[src/rtl/irq_pkg.sv]
package irq_pkg;
  localparam int LVL_W = 2;

  // bit 3 bankDis, bit 2 intEn, bits 1:0 mask
  typedef struct packed {
    logic             bankDis;
    logic             intEn;
    logic [LVL_W-1:0] mask;
  } statusT;

  typedef struct packed {
    logic             enter;
    logic             viaNmi;
    logic [LVL_W-1:0] lvl;
    logic             pop;
    logic             swWrite;
  } strobeT;
endpackage

[src/rtl/irq_ctrl.sv]
module irq_ctrl
  import irq_pkg::*;
(
  input  logic             clk,
  input  logic             rstN,
  input  logic             nmiReq,
  input  logic             mskReq,
  input  logic [LVL_W-1:0] mskLevel,
  input  logic             retiReq,
  input  logic             swWr,
  input  statusT           st,
  output strobeT           strb,
  output logic             ackValid,
  output logic             ackNmi,
  output logic [LVL_W-1:0] ackLevel
);
  logic mskOk;
  logic accept;

  always_comb begin
    mskOk        = mskReq && st.intEn && (mskLevel < st.mask);
    accept       = nmiReq || mskOk;
    strb.enter   = accept;
    strb.viaNmi  = nmiReq;
    strb.lvl     = mskLevel;
    strb.pop     = !accept && retiReq;
    strb.swWrite = !accept && !retiReq && swWr;
  end

  always_ff @(posedge clk) begin
    if (!rstN) begin
      ackValid <= 1'b0;
      ackNmi   <= 1'b0;
      ackLevel <= '0;
    end else begin
      ackValid <= accept;
      ackNmi   <= nmiReq;
      ackLevel <= (accept && !nmiReq) ? mskLevel : '0;
    end
  end


  level3_never_chk: assert property (@(posedge clk) disable iff (!rstN)
    ackValid && !ackNmi |-> ackLevel != 2'd3);

  disabled_block_chk: assert property (@(posedge clk) disable iff (!rstN)
    ackValid && !ackNmi |-> $past(st.intEn));

  nest_mask_chk: assert property (@(posedge clk) disable iff (!rstN)
    ackValid && !ackNmi |-> st.mask == ackLevel);

  nmi_taken_chk: assert property (@(posedge clk) disable iff (!rstN)
    nmiReq |=> ackValid && ackNmi);
endmodule

[src/rtl/irq_dpath.sv]
module irq_dpath
  import irq_pkg::*;
#(
  parameter int STACK_DEPTH = 4,
  parameter int ADDR_W      = 20,
  parameter int WIN_W       = 16
) (
  input  logic              clk,
  input  logic              rstN,
  input  strobeT            strb,
  input  logic [3:0]        swData,
  input  logic              presetWr,
  input  logic              presetVal,
  input  logic [ADDR_W-1:0] addrIn,
  output logic [ADDR_W-1:0] addrOut,
  output statusT            st,
  output logic              stackErr
);
  localparam int CNT_W = $clog2(STACK_DEPTH + 1);
  localparam int IDX_W = (STACK_DEPTH > 1) ? $clog2(STACK_DEPTH) : 1;

  statusT           stk [STACK_DEPTH];
  logic [CNT_W-1:0] cnt;
  logic             preset;
  logic             isFull;
  logic             isEmpty;
  logic [IDX_W-1:0] topIdx;

  assign isFull  = (cnt == CNT_W'(STACK_DEPTH));
  assign isEmpty = (cnt == '0);
  assign topIdx  = IDX_W'(cnt - CNT_W'(1));

  for (genvar i = 0; i < STACK_DEPTH; i++) begin : gSlot
    always_ff @(posedge clk) begin
      if (!rstN)
        stk[i] <= '0;
      else if (strb.enter && cnt == CNT_W'(i))
        stk[i] <= st;
    end
  end

  always_ff @(posedge clk) begin
    if (!rstN) begin
      st       <= '0;
      cnt      <= '0;
      preset   <= 1'b1;
      stackErr <= 1'b0;
    end else begin
      stackErr <= 1'b0;
      if (presetWr) preset <= presetVal;
      if (strb.enter) begin
        st.bankDis <= 1'b1;
        if (!strb.viaNmi) st.mask <= strb.lvl;
        if (isFull) stackErr <= 1'b1;
        else        cnt      <= cnt + CNT_W'(1);
      end else if (strb.pop) begin
        if (isEmpty) begin
          stackErr <= 1'b1;
        end else begin
          st  <= stk[topIdx];
          cnt <= cnt - CNT_W'(1);
        end
      end else if (strb.swWrite) begin
        st.bankDis <= swData[3];
        st.intEn   <= swData[2] ? preset : 1'b0;
        st.mask    <= swData[1:0];
      end
    end
  end

  if (ADDR_W > WIN_W) begin : gGate
    assign addrOut = st.bankDis ? {{(ADDR_W-WIN_W){1'b0}}, addrIn[WIN_W-1:0]} : addrIn;

    window_gate_chk: assert property (@(posedge clk) disable iff (!rstN)
      st.bankDis |-> addrOut[ADDR_W-1:WIN_W] == '0);
  end else begin : gPass
    assign addrOut = addrIn;
  end


  entry_bank_chk: assert property (@(posedge clk) disable iff (!rstN)
    strb.enter |=> st.bankDis);

  no_overflow_chk: assert property (@(posedge clk) disable iff (!rstN)
    strb.enter && isFull |=> stackErr);

  no_underflow_chk: assert property (@(posedge clk) disable iff (!rstN)
    strb.pop && isEmpty |=> stackErr && $stable(cnt));
endmodule

[src/rtl/irq_status_unit.sv]
module irq_status_unit
  import irq_pkg::*;
#(
  parameter int STACK_DEPTH = 4,
  parameter int ADDR_W      = 20
) (
  input  logic              clk,
  input  logic              rstN,
  input  logic              nmiReq,
  input  logic              mskReq,
  input  logic [1:0]        mskLevel,
  input  logic              retiReq,
  input  logic              swWr,
  input  logic [3:0]        swData,
  input  logic              presetWr,
  input  logic              presetVal,
  input  logic [ADDR_W-1:0] addrIn,
  output logic [ADDR_W-1:0] addrOut,
  output logic [1:0]        statusMask,
  output logic              statusEn,
  output logic              statusBankDis,
  output logic              ackValid,
  output logic              ackNmi,
  output logic [1:0]        ackLevel,
  output logic              stackErr
);
  statusT st;
  strobeT strb;

  irq_ctrl u_ctrl (
    .clk(clk), .rstN(rstN), .nmiReq(nmiReq), .mskReq(mskReq),
    .mskLevel(mskLevel), .retiReq(retiReq), .swWr(swWr), .st(st),
    .strb(strb), .ackValid(ackValid), .ackNmi(ackNmi), .ackLevel(ackLevel)
  );

  irq_dpath #(.STACK_DEPTH(STACK_DEPTH), .ADDR_W(ADDR_W), .WIN_W(16)) u_dpath (
    .clk(clk), .rstN(rstN), .strb(strb), .swData(swData),
    .presetWr(presetWr), .presetVal(presetVal), .addrIn(addrIn),
    .addrOut(addrOut), .st(st), .stackErr(stackErr)
  );

  assign statusMask    = st.mask;
  assign statusEn      = st.intEn;
  assign statusBankDis = st.bankDis;
endmodule

[config.mk]
export PLATFORM = sky130hd
export DESIGN_NAME = irq_status_unit
export DESIGN_NICKNAME = d
export VERILOG_FILES = /design/src/rtl/irq_pkg.sv /design/src/rtl/irq_ctrl.sv /design/src/rtl/irq_dpath.sv /design/src/rtl/irq_status_unit.sv
export SDC_FILE = /design/constraint.sdc
export NUM_CORES = 1
export LEC_CHECK = 0
export ABC_AREA = 1
export BUFFER_PORTS_ARGS = -buffer_cell sky130_fd_sc_hd__buf_2
export CELL_PAD_IN_SITES_DETAIL_PLACEMENT = 0
export CELL_PAD_IN_SITES_GLOBAL_PLACEMENT = 1
export CORE_ASPECT_RATIO = 1.75
export CORE_MARGIN = 1.5
export CORE_UTILIZATION = 35
export CTS_CLUSTER_SIZE = 40
export DETAILED_ROUTE_END_ITERATION = 6
export PLACE_DENSITY = 0.84
export SKIP_LAST_GASP = 1
export SLEW_MARGIN = 25
export SYNTH_ARGS = -nofsm -noshare
export SYNTH_HDL_FRONTEND = slang
export SYNTH_SLANG_ARGS = --single-unit
export TNS_END_PERCENT = 20
[constraint.sdc]
create_clock -name clk -period 1.9 [get_ports clk]
set_input_delay 0.19 -clock clk [delete_from_list [all_inputs] [get_ports clk]]
set_output_delay 0.19 -clock clk [all_outputs]
set_load 0.01 [all_outputs]
==> results.py <==
metrics = {
    "synthesis": {
        "async_reset_ff_frac": 0,
        "synth_fa_ha_area_frac": 0.0522,
        "synth_ff_type": "edfxtp_1",
        "synth_xor_area_frac": 0.00522,
        "synth_edf_count": 16,
        "synth_area_mm2": 0.00168,
        "synth_cells": 209,
        "syn_avg_cell_area_um2": 8.03,
        "synth_cell_types": 22,
        "synth-compound-area-share": 0.0843,
        "synth_seq_cells": 29,
        "synth_warnings": 0,
        "synthSimpleGateAreaFrac": 0.273,
        "synth_fp_nets": 250,
        "synth_top_family_by_area": "simple AND/OR/NAND/NOR gates",
        "yosysSeqAreaShare": 0.441,
        "synth.area.mux_share": 0,
    },
    "global_routing": {
        "grt_use_total": 0.158,
        "grt_pass1_vias": 1361,
        "antenna_found_initial": 0,
        "grt_max_degree": 15,
        "overflow": 0,
        "grt_first_pass_wirelength_um": 6310,
    },
    "detailed_routing": {
        "drc": 0,
        "vias": 1328,
        "drt_iter0_markers": 32,
        "drtAntennaViolNets": 0,
        "drt_wl_total_um": 3760,
        "vias_per_cell": 4.66,
        "wl_per_cell_um": 13.2,
        "drtPass1Iterations": 4,
    },
    "sta": {
        "tightest_slew_ps": 333,
        "fin_crit_ps": 1640,
        "max_freq_mhz": 611,
        "drv_slew": 0,
        "finalHoldViolCount": 0,
        "fin_hold_ws_ps": 104,
        "max_slew_margin": 0.777,
        "setup_viol": 0,
        "tns_ps": 0,
        "rsz0062_at_grt": "false",
        "finalClockSkew_ps": 5.06,
        "finalCritPeriodShare": 0.862,
    },
    "clocking": {
        "cts_tree": "built",
        "cts_sinks": 29,
        "htreeDepth": 2,
        "postCtsSetupBuffers": 0,
        "ctsRootBufferMaster": "clkbuf_8",
        "cts_made_buffers": 5,
        "clkTransAtPathRegs_ps": 60,
        "insertion_delay_ps": 280,
        "clk_path_buf_depth": 2,
    },
    "power": {
        "p_leak_nw": 0.919,
        "total_power_w": 0.00173,
        "power.density_mw_per_mm2": 927,
        "ir_worst_vdd_v": 0.000661,
    },
    "floorplan": {
        "start_util": 0.360,
        "die_h_um": 94.6,
        "die_w_um": 55.3,
        "pin_count": 63,
        "coreArea_mm2": 0.00467,
        "rows": 33,
        "die_area_mm2": 0.00523,
    },
    "hold_path": {
        "hold_end": "u_dpath.preset$_SDFFE_PN1P_",
        "min_path_type": "in2reg",
        "hp-start": "presetWr",
        "whs_path_depth": 2,
    },
    "worst_setup_path": {
        "startpoint_type": "flop",
        "r2r-start": "u_dpath.cnt[1]$_SDFFE_PN0P_",
        "r2r-end": "u_dpath.st[1]$_SDFFE_PN0P_",
        "crit_arrival_ps": 1810,
        "rr_worst_depth": 10,
        "worstSetupPathType": "reg2reg",
        "worst_setup_path_end_kind": "flop",
        "cp.required_ps": 2070,
        "r2r_slack_ps": 260,
        "crit_fanout": 6,
    },
    "layout": {
        "drive_above_1_share": 0.240,
        "most-common-layout-cells": "nor2_1 (42), nand2_1 (35), buf_2 (30), inv_1 (24), edfxtp_1 (16)",
        "num_antenna_cells": 0,
        "area_growth_pct": 11.5,
        "layout_commonest_cell": "nor2_1",
        "final_nets": 273,
    },
    "placed_design": {
        "dp_hpwl_um": 2990,
        "port-buffer-count": 30,
        "place_congestion": 0.796,
    },
    "job": {
        "drv_cap": 0,
    },
    "run_status": {
        "outcome": "finished clean",
    },
}
-- cells by family after synthesis --
family,Yosys count
AOI/OAI and AO/OA,24
and+or+nand+nor,101
buffers and inverters,47
xor gates and xnor gates,1
adders and majority gates,7
DFF,29
-- cells in the mapped netlist, types with 4 or more instances --
library cell / count / area share
nor2_1: 42 / 0.094
nand2_1: 35 / 0.078
inv_1: 24 / 0.054
buf_4: 17 / 0.076
edfxtp_1: 16 / 0.29
o21ai_0: 16 / 0.048
dfxtp_1: 13 / 0.16
nand3_1: 12 / 0.036
ha_1: 7 / 0.052
inv_2: 5 / 0.011
a21oi_1: 4 / 0.012
-- critical path, stage by stage, from the launching register on --
cell and delay [ps]:
dfxtp_1 390, inv_1 100, ha_1 290, inv_1 170, nor2_1 70, o21ai_0 90
o21ai_0 140, nand2_1 90, nand2_1 60, nor2_1 90, nor2_1 40
-- per-layer routing --
| metal | share of wire | up-vias | track usage |
|---|---|---|---|
| li1 | - | 690 | - |
| met1 | 0.35 | 596 | 0.159 |
| met2 | 0.57 | 32 | 0.302 |
| met4 | 0.036 | 0 | 0.0996 |
| met5 | 0 | - | 0 |
| met3 | 0.037 | 10 | 0.0192 |
-- power by group --
group          leakage [nW]  switching, W  internal (W)
Sequential            0.275     0.0000338      0.000724
Clock                0.0395      0.000226      0.000260
Combinational         0.605      0.000316      0.000174
Total                 0.919      0.000576       0.00116
-- cell type report --
class	instances	area (µm²)
multi-input combinational	133	696
fill	510	2800
sequential	29	741
inverter	29	109
tap	52	65.1
timing repair buffer	34	180
clock buffer	8	80.1
-- state kept, by name, summed over array words and instances, names as in the netlist --
register          cells
u_ctrl.ackLevel       2
u_dpath.preset        1
u_dpath.cnt           3
u_dpath.stackErr      1
u_ctrl.ackNmi         1
u_ctrl.ackValid       1
u_dpath.st            4
u_dpath.stk          16
-- worst max path at each step --
| stage | startpoint | end | slack (ps) |
|---|---|---|---|
| finish | u_dpath.cnt[1]$_SDFFE_PN0P_ | u_dpath.st[1]$_SDFFE_PN0P_ | 260 |
| global route | u_dpath.cnt[1]$_SDFFE_PN0P_ | u_dpath.st[1]$_SDFFE_PN0P_ | 60 |
| CTS | u_dpath.st[1]$_SDFFE_PN0P_ | u_dpath.stk[0][2]$_SDFFCE_PN0P_ | 150 |
| detailed placement | u_dpath.st[1]$_SDFFE_PN0P_ | u_dpath.stk[0][0]$_SDFFCE_PN0P_ | 170 |
| global placement | u_dpath.st[1]$_SDFFE_PN0P_ | u_dpath.stk[0][3]$_SDFFCE_PN0P_ | 210 |
| floorplan | u_dpath.st[1]$_SDFFE_PN0P_ | u_dpath.stk[0][0]$_SDFFCE_PN0P_ | 170 |
-- metrics by stage --
| step | worst slack (ps) | util | cells | cell area, µm² |
|---|---|---|---|---|
| floorplan | 171 | - | 209 | 1680 |
| global placement | 206 | 0.384 | 277 | 1790 |
| detailed placement | 172 | 0.384 | 277 | 1790 |
| CTS | 149 | 0.401 | 285 | 1870 |
| global route | 61.2 | 0.401 | 285 | 1870 |
| finish | 263 | 0.401 | 285 | 1870 |
-- what timing repair did --
action / CTS / global route
gates resized for setup: 0 / 1
hold endpoints to repair: 0 / 0
hold buffers: 0 / 0
setup endpoints to repair: 0 / 4
Power figures use the tool's default switching activity.
